==> src/rtl/evt_ic_pkg.sv <==
package evt_ic_pkg;

    localparam int ADDR_W = 16;

    localparam logic [15:0] ADR_INFO     = 16'h0004;
    localparam logic [15:0] ADR_EVENT    = 16'h2004;
    localparam logic [15:0] ADR_ROUTE    = 16'h3000;
    localparam logic [15:0] ADR_PEND_SET = 16'h4000;
    localparam logic [15:0] ADR_PEND_CLR = 16'h4080;
    localparam logic [15:0] ADR_MASK_SET = 16'h4100;
    localparam logic [15:0] ADR_MASK_CLR = 16'h4180;

    localparam logic [15:0] EVT_TYPE_NONE = 16'd0;
    localparam logic [15:0] EVT_TYPE_HW   = 16'd1;

    typedef enum logic [2:0] {
        RK_NONE,
        RK_INFO,
        RK_EVENT,
        RK_ROUTE,
        RK_PSET,
        RK_PCLR,
        RK_MSET,
        RK_MCLR
    } reg_kind_e;

    typedef enum logic {
        PORT_IDLE,
        PORT_RESP
    } port_state_e;

endpackage

==> src/rtl/evt_ic_bank.sv <==
module evt_ic_bank
    import evt_ic_pkg::*;
#(
    parameter int NUM_SRC = 64,
    parameter int NUM_CPU = 2,
    parameter int SRC_W   = 6,
    parameter int NWORD   = 2
) (
    input  logic               clk,
    input  logic               rst_n,
    input  reg_kind_e          wr_kind,
    input  logic [4:0]         acc_word,
    input  logic [SRC_W-1:0]   acc_src,
    input  logic [31:0]        wr_data,
    input  logic               ack_fire,
    input  logic [SRC_W-1:0]   ack_idx,
    output logic [NUM_SRC-1:0] mask_vec,
    output logic [NUM_SRC-1:0] pend_vec,
    output logic [NUM_CPU-1:0] route_q [NUM_SRC],
    output logic [31:0]        mask_word,
    output logic [31:0]        pend_word,
    output logic [NUM_CPU-1:0] route_word
);

    // Per-word mask and software-pending storage
    for (genvar w = 0; w < NWORD; w++) begin : g_word
        logic [31:0] m_q;
        logic [31:0] p_q;
        logic        hit_word;

        assign hit_word = (acc_word == 5'(w));

        always_ff @(posedge clk or negedge rst_n) begin
            if (!rst_n) begin
                m_q <= '1;
                p_q <= '0;
            end else begin
                for (int b = 0; b < 32; b++) begin
                    if (hit_word && wr_kind == RK_MSET && wr_data[b]) begin
                        m_q[b] <= 1'b1;
                    end
                    if (hit_word && wr_kind == RK_MCLR && wr_data[b]) begin
                        m_q[b] <= 1'b0;
                    end
                    if (hit_word && wr_kind == RK_PSET && wr_data[b]) begin
                        p_q[b] <= 1'b1;
                    end
                    if (hit_word && wr_kind == RK_PCLR && wr_data[b]) begin
                        p_q[b] <= 1'b0;
                    end
                    if (ack_fire && ack_idx == SRC_W'(w * 32 + b)) begin
                        m_q[b] <= 1'b1;
                    end
                end
            end
        end

        assign mask_vec[w*32 +: 32] = m_q;
        assign pend_vec[w*32 +: 32] = p_q;
    end

    // Routing words, one per source
    always_ff @(posedge clk or negedge rst_n) begin
        if (!rst_n) begin
            for (int n = 0; n < NUM_SRC; n++) begin
                route_q[n] <= '0;
            end
        end else if (wr_kind == RK_ROUTE) begin
            route_q[acc_src] <= wr_data[NUM_CPU-1:0];
        end
    end

    // Read-side word selection
    always_comb begin
        mask_word = '0;
        pend_word = '0;
        for (int w = 0; w < NWORD; w++) begin
            if (acc_word == 5'(w)) begin
                mask_word = mask_vec[w*32 +: 32];
                pend_word = pend_vec[w*32 +: 32];
            end
        end
        route_word = route_q[acc_src];
    end

    AST_ACK_MASKS: assert property (@(posedge clk) disable iff (!rst_n)
        ack_fire |=> mask_vec[$past(ack_idx)]);

endmodule

==> src/rtl/evt_ic_picker.sv <==
module evt_ic_picker #(
    parameter int NUM_SRC = 64,
    parameter int NUM_CPU = 2,
    parameter int SRC_W   = 6,
    parameter int CPU_W   = 1
) (
    input  logic [NUM_SRC-1:0] live,
    input  logic [NUM_CPU-1:0] route_q [NUM_SRC],
    input  logic [CPU_W-1:0]   sel_cpu,
    output logic [NUM_CPU-1:0] irq_out,
    output logic               hit,
    output logic [SRC_W-1:0]   hit_idx
);

    logic [NUM_SRC-1:0] routed [NUM_CPU];
    logic [NUM_SRC-1:0] sel_vec;

    // One routed vector and IRQ reduction per CPU
    for (genvar c = 0; c < NUM_CPU; c++) begin : g_cpu
        for (genvar n = 0; n < NUM_SRC; n++) begin : g_src
            assign routed[c][n] = live[n] & route_q[n][c];
        end
        assign irq_out[c] = |routed[c];
    end

    // Requesting CPU's vector and lowest-index search
    always_comb begin
        sel_vec = '0;
        for (int c = 0; c < NUM_CPU; c++) begin
            if (sel_cpu == CPU_W'(c)) begin
                sel_vec = routed[c];
            end
        end
        hit     = |sel_vec;
        hit_idx = '0;
        for (int n = NUM_SRC - 1; n >= 0; n--) begin
            if (sel_vec[n]) begin
                hit_idx = SRC_W'(n);
            end
        end
    end

endmodule

==> src/rtl/evt_ic_port.sv <==
module evt_ic_port
    import evt_ic_pkg::*;
#(
    parameter int NUM_SRC = 64,
    parameter int NUM_CPU = 2,
    parameter int SRC_W   = 6,
    parameter int NWORD   = 2
) (
    input  logic               clk,
    input  logic               rst_n,
    input  logic               req_valid,
    input  logic               req_write,
    input  logic [15:0]        req_addr,
    input  logic [31:0]        req_wdata,
    input  logic               hit,
    input  logic [SRC_W-1:0]   hit_idx,
    input  logic [31:0]        mask_word,
    input  logic [31:0]        pend_word,
    input  logic [NUM_CPU-1:0] route_word,
    output reg_kind_e          wr_kind,
    output logic [4:0]         acc_word,
    output logic [SRC_W-1:0]   acc_src,
    output logic [31:0]        wr_data,
    output logic               ack_fire,
    output logic [SRC_W-1:0]   ack_idx,
    output logic               rsp_valid,
    output logic [31:0]        rsp_rdata
);

    port_state_e state_q, state_d;
    reg_kind_e   kind;
    logic [15:0] route_off;
    logic        word_ok;
    logic        rd_req;
    logic [31:0] rd_next;
    logic [31:0] rdata_q;

    // Address decode
    always_comb begin
        route_off = req_addr - ADR_ROUTE;
        acc_word  = req_addr[6:2];
        acc_src   = SRC_W'(route_off >> 2);
        word_ok   = (int'(req_addr[6:2]) < NWORD);
        kind      = RK_NONE;
        if (req_addr[1:0] == 2'b00) begin
            if (req_addr == ADR_INFO) begin
                kind = RK_INFO;
            end else if (req_addr == ADR_EVENT) begin
                kind = RK_EVENT;
            end else if (req_addr >= ADR_ROUTE &&
                         req_addr < ADR_ROUTE + 16'(4 * NUM_SRC)) begin
                kind = RK_ROUTE;
            end else if (word_ok && req_addr[15:7] == ADR_PEND_SET[15:7]) begin
                kind = RK_PSET;
            end else if (word_ok && req_addr[15:7] == ADR_PEND_CLR[15:7]) begin
                kind = RK_PCLR;
            end else if (word_ok && req_addr[15:7] == ADR_MASK_SET[15:7]) begin
                kind = RK_MSET;
            end else if (word_ok && req_addr[15:7] == ADR_MASK_CLR[15:7]) begin
                kind = RK_MCLR;
            end
        end
    end

    assign rd_req   = req_valid && !req_write;
    assign wr_kind  = (req_valid && req_write) ? kind : RK_NONE;
    assign wr_data  = req_wdata;
    assign ack_fire = rd_req && (kind == RK_EVENT) && hit;
    assign ack_idx  = hit_idx;

    // Read data selection
    always_comb begin
        unique case (kind)
            RK_NONE:  rd_next = '0;
            RK_INFO:  rd_next = 32'(NUM_SRC);
            RK_EVENT: rd_next = hit ? {EVT_TYPE_HW, 16'(hit_idx)}
                                    : {EVT_TYPE_NONE, 16'd0};
            RK_ROUTE: rd_next = 32'(route_word);
            RK_PSET:  rd_next = pend_word;
            RK_PCLR:  rd_next = pend_word;
            RK_MSET:  rd_next = mask_word;
            RK_MCLR:  rd_next = mask_word;
            default:  rd_next = '0;
        endcase
    end

    // State register
    always_ff @(posedge clk or negedge rst_n) begin
        if (!rst_n) begin
            state_q <= PORT_IDLE;
            rdata_q <= '0;
        end else begin
            state_q <= state_d;
            if (rd_req) begin
                rdata_q <= rd_next;
            end
        end
    end

    // Next state
    always_comb begin
        state_d = state_q;
        unique case (state_q)
            PORT_IDLE: state_d = rd_req ? PORT_RESP : PORT_IDLE;
            PORT_RESP: state_d = rd_req ? PORT_RESP : PORT_IDLE;
            default:   state_d = PORT_IDLE;
        endcase
    end

    // Outputs
    always_comb begin
        rsp_valid = (state_q == PORT_RESP);
        rsp_rdata = rsp_valid ? rdata_q : '0;
    end

    AST_RSP_FOLLOWS_READ: assert property (@(posedge clk) disable iff (!rst_n)
        rd_req |=> rsp_valid);
    AST_NO_STRAY_RSP: assert property (@(posedge clk) disable iff (!rst_n)
        !rd_req |=> !rsp_valid);

endmodule

==> src/rtl/evt_ic.sv <==
module evt_ic
    import evt_ic_pkg::*;
#(
    parameter int NUM_SRC = 64,
    parameter int NUM_CPU = 2,
    parameter int CPU_W   = (NUM_CPU > 1) ? $clog2(NUM_CPU) : 1
) (
    input  logic               clk,
    input  logic               rst_n,
    input  logic               req_valid,
    input  logic               req_write,
    input  logic [CPU_W-1:0]   req_cpu,
    input  logic [15:0]        req_addr,
    input  logic [31:0]        req_wdata,
    input  logic [NUM_SRC-1:0] irq_in,
    output logic               rsp_valid,
    output logic [31:0]        rsp_rdata,
    output logic [NUM_CPU-1:0] irq_out
);

    localparam int SRC_W = $clog2(NUM_SRC);
    localparam int NWORD = NUM_SRC / 32;

    reg_kind_e          wr_kind;
    logic [4:0]         acc_word;
    logic [SRC_W-1:0]   acc_src;
    logic [31:0]        wr_data;
    logic               ack_fire;
    logic [SRC_W-1:0]   ack_idx;
    logic [NUM_SRC-1:0] mask_vec;
    logic [NUM_SRC-1:0] pend_vec;
    logic [NUM_CPU-1:0] route_q [NUM_SRC];
    logic [31:0]        mask_word;
    logic [31:0]        pend_word;
    logic [NUM_CPU-1:0] route_word;
    logic [NUM_SRC-1:0] live;
    logic               hit;
    logic [SRC_W-1:0]   hit_idx;

    assign live = (irq_in | pend_vec) & ~mask_vec;

    evt_ic_bank #(
        .NUM_SRC(NUM_SRC), .NUM_CPU(NUM_CPU), .SRC_W(SRC_W), .NWORD(NWORD)
    ) u_bank (
        .clk(clk), .rst_n(rst_n), .wr_kind(wr_kind), .acc_word(acc_word),
        .acc_src(acc_src), .wr_data(wr_data), .ack_fire(ack_fire),
        .ack_idx(ack_idx), .mask_vec(mask_vec), .pend_vec(pend_vec),
        .route_q(route_q), .mask_word(mask_word), .pend_word(pend_word),
        .route_word(route_word)
    );

    evt_ic_picker #(
        .NUM_SRC(NUM_SRC), .NUM_CPU(NUM_CPU), .SRC_W(SRC_W), .CPU_W(CPU_W)
    ) u_pick (
        .live(live), .route_q(route_q), .sel_cpu(req_cpu),
        .irq_out(irq_out), .hit(hit), .hit_idx(hit_idx)
    );

    evt_ic_port #(
        .NUM_SRC(NUM_SRC), .NUM_CPU(NUM_CPU), .SRC_W(SRC_W), .NWORD(NWORD)
    ) u_port (
        .clk(clk), .rst_n(rst_n), .req_valid(req_valid), .req_write(req_write),
        .req_addr(req_addr), .req_wdata(req_wdata), .hit(hit), .hit_idx(hit_idx),
        .mask_word(mask_word), .pend_word(pend_word), .route_word(route_word),
        .wr_kind(wr_kind), .acc_word(acc_word), .acc_src(acc_src),
        .wr_data(wr_data), .ack_fire(ack_fire), .ack_idx(ack_idx),
        .rsp_valid(rsp_valid), .rsp_rdata(rsp_rdata)
    );

    AST_EVT_HIT_TYPED: assert property (@(posedge clk) disable iff (!rst_n)
        (req_valid && !req_write && req_addr == ADR_EVENT && irq_out[req_cpu])
        |=> rsp_rdata[31:16] == EVT_TYPE_HW);
    AST_EVT_MISS_ZERO: assert property (@(posedge clk) disable iff (!rst_n)
        (req_valid && !req_write && req_addr == ADR_EVENT && !irq_out[req_cpu])
        |=> rsp_rdata == 32'd0);

endmodule

==> config.mk <==
export PLATFORM = sky130hd
export DESIGN_NAME = evt_ic
export DESIGN_NICKNAME = d
export VERILOG_FILES = /design/src/rtl/evt_ic_pkg.sv /design/src/rtl/evt_ic_bank.sv /design/src/rtl/evt_ic_picker.sv /design/src/rtl/evt_ic_port.sv /design/src/rtl/evt_ic.sv
export SDC_FILE = /design/constraint.sdc
export NUM_CORES = 1
export LEC_CHECK = 0
export ABC_CLOCK_PERIOD_IN_PS = 3000
export BUFFER_PORTS_ARGS = -buffer_cell sky130_fd_sc_hd__buf_2
export CAP_MARGIN = 20
export CORE_UTILIZATION = 40
export CTS_CLUSTER_DIAMETER = 120
export DETAILED_ROUTE_END_ITERATION = 7
export PLACE_DENSITY = 0.57
export SETUP_SLACK_MARGIN = 0.5
export SLEW_MARGIN = 20
export SYNTH_ARGS = -nofsm -noshare
export SYNTH_HDL_FRONTEND = slang
export SYNTH_HIERARCHICAL = 1
export SYNTH_SLANG_ARGS = --single-unit
==> constraint.sdc <==
create_clock -name clk -period 3 [get_ports clk]
set_input_delay 0.45 -clock clk [delete_from_list [all_inputs] [get_ports clk]]
set_output_delay 0.45 -clock clk [all_outputs]
set_load 0.01 [all_outputs]
# Word level (Yosys, flattened, before mapping)
# Index checks and enable logic that the tools add are counted.
[word_totals] out_inout_bits=35 word_cells=1298 reg_bits=289
[classes] n_eq_ne=82 n_reduce_logical=476 addsub=1 n_mux=408 magnitude_cmp=5 bitwise=132
[ops] operator="6-bit two-way mux" n=64
[ops] operator="1-bit logical AND" n=338
[ops] operator="1-bit two-way mux" n=321
[ops] operator="6-bit == test (second input constant)" n=32
[ops] operator="32-bit one-hot mux with 6 select lines" n=1
[ops] operator="3-bit nonzero test" n=64
[ops] operator="64-bit OR reduction" n=3
[ops] operator="32-bit two-way mux" n=5
[ops] operator="1-bit AND" n=128
[ops] operator="128-bit bitwise mux" n=1
[ops] operator="2-bit nonzero test" n=64
[ops] operator="6-bit by 5-bit == test with 1-bit output (second input constant)" n=16
[ops] operator="64-bit AND" n=1
[ops] operator="64-bit two-way mux" n=1
[ops] operator="64-bit inverter" n=1
[ops] operator="64-bit bitwise OR" n=1
[ops] operator="6-bit by 4-bit == test with 1-bit output (second input constant)" n=8
[ops] operator="9-bit by 8-bit == test with 1-bit output (second input constant)" n=4
[ops] operator="3-bit two-way mux" n=9
[ops] operator="3-bit == test (second input constant)" n=8
[ops] operator="6-bit by 3-bit == test with 1-bit output (second input constant)" n=4
[ops] operator="17-bit two-way mux" n=1
[ops] operator="16-bit by 14-bit == test with 1-bit output (second input constant)" n=1
[ops] operator="16-bit by 3-bit == test with 1-bit output (second input constant)" n=1
[ops] operator="21 further kinds" n=27

# Depth between registers and ports, before layout
# Gate-level depths: netlist (run 1).
[logic_depth] ltp_word=71 ltp_mapped=17 depth_no_buf=13

# Hierarchy
# The synthesis (run 1) kept the hierarchy.
[modules_own_cells] mod="evt_ic_bank" cells_each=1202 area_per_inst_um2=12732.2 n_inst=1
[modules_own_cells] mod="evt_ic_picker" cells_each=343 area_per_inst_um2=2627.5 n_inst=1
[modules_own_cells] mod="evt_ic_port" cells_each=310 area_per_inst_um2=2522.4 n_inst=1
[modules_own_cells] mod="evt_ic" cells_each=64 area_per_inst_um2=640.6 n_inst=1

# Least setup slack after synthesis (run 1)
# OpenSTA, ideal clock, no wires.
[synth_timing] kind="input -> register" startpoint="input port req_addr[5]" endpoint="register u_bank/route_q[66] in the netlist's numbering" path_stages=11 slack_ns=-0.348 path_buffers=2 t_arrival_ns=3.224 required_time_ns=2.875 path_cell_list="nor4_4 nand4_2 buf_2 o32ai_1 nor2b_1 nand2_1 or3_1 or3_1 buf_4 nor2_2 mux2_2"
[synth_between] elab_chain_len=12
[synth_rtl] element="start, declared" line_no="evt_ic.sv:13" text="input logic [15:0] req_addr,"
[synth_rtl] element="5-bit by 2-bit < comparator with 1-bit output" line_no="evt_ic_port.sv:43" text="word_ok = (int'(req_addr[6:2]) < NWORD);"
[synth_rtl] element="1-bit logical AND" line_no="evt_ic_port.sv:59" text="end else if (word_ok && req_addr[15:7] == ADR_MASK_CLR[15:7]) begin"
[synth_rtl] element="3-bit two-way mux" line_no="evt_ic_port.sv:59"
[synth_rtl] element="3-bit two-way mux" line_no="evt_ic_port.sv:57" text="end else if (word_ok && req_addr[15:7] == ADR_MASK_SET[15:7]) begin"
[synth_rtl] element="3-bit two-way mux" line_no="evt_ic_port.sv:55" text="end else if (word_ok && req_addr[15:7] == ADR_PEND_CLR[15:7]) begin"
[synth_rtl] element="3-bit two-way mux" line_no="evt_ic_port.sv:53" text="end else if (word_ok && req_addr[15:7] == ADR_PEND_SET[15:7]) begin"
[synth_rtl] element="3-bit two-way mux" line_no="evt_ic_port.sv:50" text="end else if (req_addr >= ADR_ROUTE &&"
[synth_rtl] element="3-bit two-way mux" line_no="evt_ic_port.sv:48" text="end else if (req_addr == ADR_EVENT) begin"
[synth_rtl] element="3-bit two-way mux (*)" line_no="evt_ic_port.sv:46" text="if (req_addr == ADR_INFO) begin"
[synth_rtl] element="3-bit two-way mux (*)" line_no="evt_ic_port.sv:45" text="if (req_addr[1:0] == 2'b00) begin"
[synth_rtl] element="3-bit two-way mux (*)" line_no="evt_ic_port.sv:66" text="assign wr_kind = (req_valid && req_write) ? kind : RK_NONE;"
[synth_rtl] element="named net wr_kind[1]" line_no="evt_ic.sv:24" text="reg_kind_e wr_kind;"
[synth_rtl] element="3-bit by 2-bit == test with 1-bit output (*)" line_no="evt_ic_bank.sv:68" text="end else if (wr_kind == RK_ROUTE) begin"
[synth_rtl] element="end signal, assigned by index" line_no="evt_ic_bank.sv:69" text="route_q[acc_src] <= wr_data[NUM_CPU-1:0];"
[synth_rtl] element="end, declared" line_no="evt_ic_bank.sv:19" text="output logic [NUM_CPU-1:0] route_q [NUM_SRC],"
# The timed path passes the listed nets; every way through them passes the cells marked *.
# A chain may end at the register's enable or synchronous reset.

# Worst setup path after layout (run 1)
[layout_timing] startpoint="register u_bank.g_word[1].m_q[20]" endpoint="output port irq_out[1]"
[layout_between] elab_chain_len=4
[layout_rtl] element="start, declared" line_no="evt_ic_bank.sv:27" text="logic [31:0] m_q;"
[layout_rtl] element="start signal, assigned" line_no="evt_ic_bank.sv:35" text="m_q <= '1;"
[layout_rtl] element="start signal, assigned by index" line_no="evt_ic_bank.sv:40" text="m_q[b] <= 1'b1;"
[layout_rtl] element="start signal, assigned by index" line_no="evt_ic_bank.sv:43" text="m_q[b] <= 1'b0;"
[layout_rtl] element="64-bit inverter" line_no="evt_ic.sv:40" text="assign live = (irq_in | pend_vec) & ~mask_vec;"
[layout_rtl] element="64-bit AND" line_no="evt_ic.sv:40"
[layout_rtl] element="named net live[52]" line_no="evt_ic.sv:36" text="logic [NUM_SRC-1:0] live;"
[layout_rtl] element="1-bit AND" line_no="evt_ic_picker.sv:21" text="assign routed[c][n] = live[n] & route_q[n][c];"
[layout_rtl] element="64-bit OR reduction" line_no="evt_ic_picker.sv:23" text="assign irq_out[c] = |routed[c];"
[layout_rtl] element="end, declared" line_no="evt_ic.sv:18" text="output logic [NUM_CPU-1:0] irq_out"
# The timed path passes the listed nets, and every way through them passes these cells.

==> key figures, run 1 <==
Clock tree
  • CTS tree: built
  • Total CTS buffers: 36
  • H-tree levels: 2
  • Worst skew pair latency: 560 ps
  • Clk slew on worst S/H paths: 60 ps
  • CTS Sinks: 289
  • Root Buffer: clkbuf_16
  • Max Root-Sink Buffers: 3

Floorplanning
  • Die W: 217 µm
  • Std-Cell Rows: 78
  • Die Y: 217 µm
  • Initial Utilization: 0.407
  • Die area: 47200 µm²
  • Io pins: 152
  • Core Region: 45500 µm²

Synth
  • Mapped Area: 18500 µm²
  • Most frequent cell after synthesis: dfrtp_1
  • Yosys cell types: 77
  • Number of synthesized flops with an enable pin: 0
  • Post-synth top cells: dfrtp_1 (225), a21oi_1 (202), mux2_2 (176), nand2_1 (153), nor2_1 (125)
  • Post-Syn Area per Cell: 9.65 µm²
  • Ys Warns: 6
  • Yosys top cell area share: 0.304
  • Ys async rst share: 1.00
  • Cell count after synthesis: 1919
  • Synth top area cells: dfrtp_1 (30%), mux2_2 (11%), dfstp_2 (9.1%)
  • Register bit total from synthesis: 289
  • Area leader, netlist: dfrtp_1
  • Dominant register cell in the synthesized netlist: dfrtp_1
  • Post-synthesis net count: 2036
  • Sequential fraction of the synthesis area: 0.395

STA
  • Worst rel slew slack: 0.495
  • Post-layout min period: 3310 ps
  • Setup TNS: -600 ps
  • Final Hold Vio Count: 0
  • Fin worst setup slack: -310 ps
  • RSZ-0062 raised after global routing: yes
  • Final period utilization: 1.10
  • Pins Over Slew Limit: 0
  • Slew at the pin closest to its max-slew limit: 757 ps
  • F_max: 0.302 GHz
  • Setup violators final: 2
  • Clk_skew: 18.3 ps

Pwr
  • Leak: 11.6 nW
  • Switching fraction of total power: 0.258
  • Pwr dens: 373 nW/µm²
  • Internal: 6.90 mW
  • Clock network fraction of design power: 0.488
  • Peak VDD IR: 0.335 mV
  • Seq pwr share: 0.420
  • Logic gate share of total power: 0.092
  • Switching pwr: 2.40 mW

Global routing
  • Largest net degree at the start of global routing: 87
  • Vias in the first global route: 17.7k
  • Grt total ovfl: 0
  • Antenna violations before repair: 3
  • Global Route Usage Sum: 0.350
  • First-pass GRT wire length: 121 mm

Hold path
  • Hold Path Depth: 2
  • HP Class: input pin to flip-flop

Route
  • Total number of vias: 17.9k
  • Iteration-0 DRC Markers: 2065
  • Routed WL: 83.4 mm
  • WL/cell: 28.9 µm
  • Final antenna-violating net count: 0
  • Routed vias/inst: 6.20
  • Pre-Repair DR Iteration Count: 8
  • DRC: 0

Setup path
  • R2R depth: 11
  • WS Path Type: flip-flop to output port
  • Worst Setup Start Kind: flip-flop
  • Endpoint type of the worst setup path: output port
  • CP max FO: 3
  • Crit path DAT: 2860 ps
  • Crit path required time: 2550 ps

Final layout
  • Fin util: 0.548
  • Final Cell Area: 24900 µm²
  • Share of cells above drive strength 1: 0.473
  • Fin cells: 2882
  • Area grow syn2layout: 34.5%
  • Nets: 2370

Place
  • HPWL after detailed placement: 63.8 mm
  • Dpl ws: -462 ps
  • Dpl cells: 2799
  • Gpl congestion: 1.05
  • Area post-placement: 22100 µm²
  • # port buffers: 151

Run status
  • Outcome: finished with violations
  • Failing checks: setup timing

Job
  • MaxCap Viol Count: 0
[path summary, 6_finish.rpt]
| kind | from | to | slack (ps) |
|---|---|---|---|
| setup / recovery | u_bank/g_word[1].m_q[20] | irq_out[1] | -310 |
| hold / removal | req_wdata[23] | u_bank/g_word[1].p_q[23] | 160 |
| setup reg to reg | u_bank/g_word[1].m_q[23] | u_bank/g_word[0].m_q[27] | 20 |
| hold reg to reg | u_port/rdata_q[11] | u_port/rdata_q[11] | 470 |
| max in group asynchronous | rst_n | u_bank/route_q[114] | 1720 |
| min in group asynchronous | rst_n | u_port/rdata_q[22] | 390 |
[placed cells by master, fill, tap and decap left out, types with 30 or more instances in the layout]
master,instances
a22o_1,33
buf_4,290
dfstp_2,64
mux2i_1,78
clkbuf_16,37
a221oi_1,46
a21oi_1,199
buf_2,144
buf_12,30
a21o_1,35
o21ba_2,31
inv_1,30
and2_1,73
o21ai_1,51
dfrtp_1,223
nand2_4,32
mux2_4,84
nor2_1,94
nand2_1,107
mux2_2,105
nor2_4,35
a22oi_1,35
[registers in the layout, indices dropped and copies added, names as in the netlist]
signal	count
u_port/rsp_valid	1
u_bank/g_word.p_q	64
u_port/rdata_q	32
u_bank/g_word.m_q	64
u_bank/route_q	128
[through the flow]
step / hold WS [ps] / power [mW]
2_1_floorplan: 154 / 4.35
3_3_place_gp: 377 / 4.74
3_5_place_dp: 380 / 4.75
4_1_cts: 132 / 9.30
5_1_grt: 164 / 9.54
6_report: 156 / 9.30
[cells by family after synthesis]
| kind of cell | after synthesis | share of synthesized area |
|---|---|---|
| compound gates | 619 | 0.232 |
| simple gates | 508 | 0.138 |
| flops | 289 | 0.395 |
| mux | 280 | 0.173 |
| buf+inv | 223 | 0.0621 |
[cell type report]
class,count,area (µm²)
multi-input combinational,1407,11700
clock inverter,13,136
clock buffer,53,1100
antenna,1,2.50
sequential,289,7310
inverter,32,120
tap,600,751
timing repair buffer,487,3770
fill,4010,20600
[repair_timing]
item	CTS	global route
endpoints found under the setup margin	201	201
buffers inserted	4	11
pin swaps	38	53
gates resized for setup	180	198
endpoints found under the hold margin	31	0
hold buffers	1	0
[critical path: stages, from the launching register on]
cell	delay, ps
dfstp_2	540
o21ba_1	220
buf_4	190
a22o_1	260
a221oi_2	200
nand4_1	180
or4_4	570
buf_6	150
[routing by layer]
layer | vias up | GRT usage | routed length [µm] | part of all wire
met5 | - | 0 | 30 | 0.00036
met4 | 4 | 0.160 | 4410 | 0.053
met3 | 247 | 0.0815 | 7790 | 0.093
met2 | 985 | 0.549 | 37800 | 0.45
met1 | 8904 | 0.456 | 33400 | 0.40
li1 | 7736 | - | - | -
[power groups by stage]
stage,logic (mW),clock network (mW),registers (mW)
finish,0.855,4.54,3.91
global route,0.888,4.75,3.91
CTS,0.805,4.58,3.91
detailed placement,0.770,0,3.98
global placement,0.767,0,3.98
floorplan,0.376,0,3.97
No activity file was read; power rests on OpenSTA's default activity.
==> inputs of run 2 (changes only) <==
Settings changed: BUFFER_PORTS_ARGS -buffer_cell sky130_fd_sc_hd__buf_2 to -buffer_cell sky130_fd_sc_hd__buf_4.
==> key figures, run 2 (same netlist as run 1, synthesis figures left out) <==
Floorplanning
  • Die area: 47200 µm² (unchanged)
  • Io pins: 152 (unchanged)
  • Std-Cell Rows: 78 (unchanged)
  • Initial Utilization: 0.407 (unchanged)
  • Core Region: 45500 µm² (unchanged)
  • Die Y: 217 µm (unchanged)
  • Die W: 217 µm (unchanged)

Route
  • Routed WL: 85.0 mm (+1.9%)
  • Final antenna-violating net count: 0 (unchanged)
  • Pre-Repair DR Iteration Count: 6 (-2)
  • Iteration-0 DRC Markers: 2067 (+0.097%)
  • Routed vias/inst: 6.22 (+0.35%)
  • DRC: 0 (unchanged)
  • WL/cell: 29.0 µm (+0.14%)
  • Total number of vias: 18.2k (+2.1%)

Final layout
  • Most frequent cells in the layout: buf_4 (455), dfrtp_1 (224), a21oi_1 (199)
  • Biggest register: u_bank/route_q
  • Fin util: 0.581 (+0.0337)
  • # diodes: 0 (-1)
  • Nets: 2423 (+2.2%)
  • Area grow syn2layout: 42.8%
  • Largest register FFs: 128 (unchanged)
  • Filler Cells Inserted: 3890 (-3.0%)
  • Commonest non-fill, non-tap cell in the layout: buf_4
  • Share of cells above drive strength 1: 0.519 (+0.0463)
  • Top Registers: u_bank/route_q: 128 flops, u_bank/g_word.m_q: 64 flops, u_bank/g_word.p_q: 64 flops
  • Register Area: 7310 µm² (about the same)
  • Footprint of the multi-input gates: 12500 µm² (+6.4%)
  • Fin cells: 2932 (+1.7%)

Clock tree
  • Root Buffer: clkbuf_16
  • Clk slew on worst S/H paths: 60 ps (about the same)
  • Total CTS buffers: 35 (-2.8%)
  • CTS tree: built
  • Worst skew pair latency: 570 ps (about the same)
  • H-tree levels: 2 (unchanged)
  • Max Root-Sink Buffers: 3 (unchanged)
  • CTS Sinks: 289 (unchanged)

Setup path
  • Crit path required time: 2550 ps (about the same)
  • Crit path DAT: 2780 ps (-80 ps)
  • Slowest cell on crit path: or4_4
  • Critical-path cell list: o21ba_4 -> buf_4 -> a22o_1 -> a221oi_2 -> nand4_1 -> or4_4 -> buf_6
  • CP max FO: 3 (unchanged)
  • Endpoint type of the worst setup path: output port
  • Largest delay contributor family on the critical path: simple AND/OR/NAND/NOR gates
  • WS Path Type: flip-flop to output port
  • Worst Setup Start Kind: flip-flop
  • Buffers plus inverters on the worst setup path: 2 (unchanged)
  • CP peak stage delay: 580 ps (about the same)

Pwr
  • Peak VDD IR: 0.384 mV (+15%)
  • Leak: 12.2 nW (+6.0%)
  • Pwr dens: 344 nW/µm² (-7.8%)
  • Total power: 9.10 mW (-2.2%)

Place
  • Dpl cells: 2807 (+0.29%)
  • # port buffers: 151 (unchanged)
  • Gpl congestion: 1.04 (-1.2%)
  • HPWL after detailed placement: 63.3 mm (-0.81%)

Global routing
  • Global Route Usage Sum: 0.355 (+0.00507)
  • First-pass GRT wire length: 122 mm (+1.2%)
  • Vias in the first global route: 18.2k (+2.8%)
  • Antenna violations before repair: 0 (-3)
  • Largest net degree at the start of global routing: 73 (-16%)
  • Grt total ovfl: 0 (unchanged)

STA
  • Setup violators final: 2 (unchanged)
  • Fin worst setup slack: -226 ps (+84.7 ps)
  • Worst rel slew slack: 0.355 (-0.141)
  • Setup TNS: -418 ps (+182 ps)
  • RSZ-0062 raised after global routing: yes
  • Clk_skew: 31.9 ps (+13.5 ps)
  • Pins Over Slew Limit: 0 (unchanged)
  • Slew at the pin closest to its max-slew limit: 968 ps (+211 ps)
  • Final Hold Vio Count: 0 (unchanged)
  • F_max: 0.310 GHz (+2.6%)
  • Post-layout min period: 3230 ps (-84.7 ps)
  • Final period utilization: 1.08 (-0.0282)
  • Hold WS: 115 ps (-41.1 ps)

Hold path
  • HP Class: input pin to flip-flop

Run status
  • Outcome: finished with violations
  • Failing checks: setup timing

Job
  • MaxCap Viol Count: 0 (unchanged)
-- run 2: area by class of cell --
class / instances / share of cell area
Inverter: 32 / 0.00454
Sequential cell: 289 / 0.277
Multi-Input combinational cell: 1407 / 0.472
Clock buffer: 54 / 0.0393
Timing Repair Buffer: 541 / 0.176
Tap cell: 600 / 0.0284
Clock inverter: 9 / 0.00331
-- run 2: worst paths after layout --
check | cells past startpoint | to | from | slack (ps)
setup reg to reg | 15 | u_bank/g_word[0].m_q[13] | u_bank/g_word[1].m_q[27] | 0
setup / recovery | 7 | irq_out[0] | u_bank/g_word[1].m_q[22] | -230
hold reg to reg | 2 | u_port/rdata_q[9] | u_port/rdata_q[9] | 470
hold / removal | 2 | u_bank/g_word[1].p_q[11] | req_wdata[11] | 120
min in group asynchronous | 2 | u_port/rdata_q[29] | rst_n | 410
max in group asynchronous | 3 | u_bank/g_word[0].m_q[18] | rst_n | 1760
-- run 2: worst reg2reg max path: stages (launching register included) --
cell and delay (ps):
dfstp_2 540, o21ba_4 180, buf_6 120, buf_6 110
a2bb2oi_4 180, nand2_1 70, o211ai_1 260, nor4bb_2 260
buf_4 160, o211a_1 150, nor3_2 40, buf_4 160
buf_6 140, nor2b_4 260, nand2_4 140, o22ai_2 170
-- run 2: per-layer routing --
layer	part of all wire	global-route usage	wire length [µm]	vias up
li1	-	-	-	7826
met1	0.40	0.460	34100	9120
met2	0.45	0.560	38300	1046
met3	0.090	0.0749	7650	257
met4	0.058	0.176	4940	0
met5	0	0	0	-
-- run 2: stage by stage --
step | setup slack, ps | instance area (µm²)
final | -226 | 26400
after global routing | -259 | 26400
after CTS | -183 | 25700
after detailed placement | -429 | 22500
after global placement | -481 | 22500
after floorplan | -70.8 | 19000
-- run 2: what timing repair did --
action	in CTS	in global routing
gates resized for setup	428	139
pin swaps	87	77
hold endpoints to repair	42	0
hold buffers	1	0
setup endpoints to repair	201	201
buffers inserted	39	22
cloned	0	0
-- run 2: power breakdown --
group | leakage [nW] | switching [mW] | total (mW) | internal, mW
combinational | 7.89 | 0.594 | 0.948 | 0.353
clock | 0.552 | 1.77 | 4.25 | 2.48
sequential | 3.80 | 0.00492 | 3.91 | 3.90
total | 12.2 | 2.37 | 9.10 | 6.74
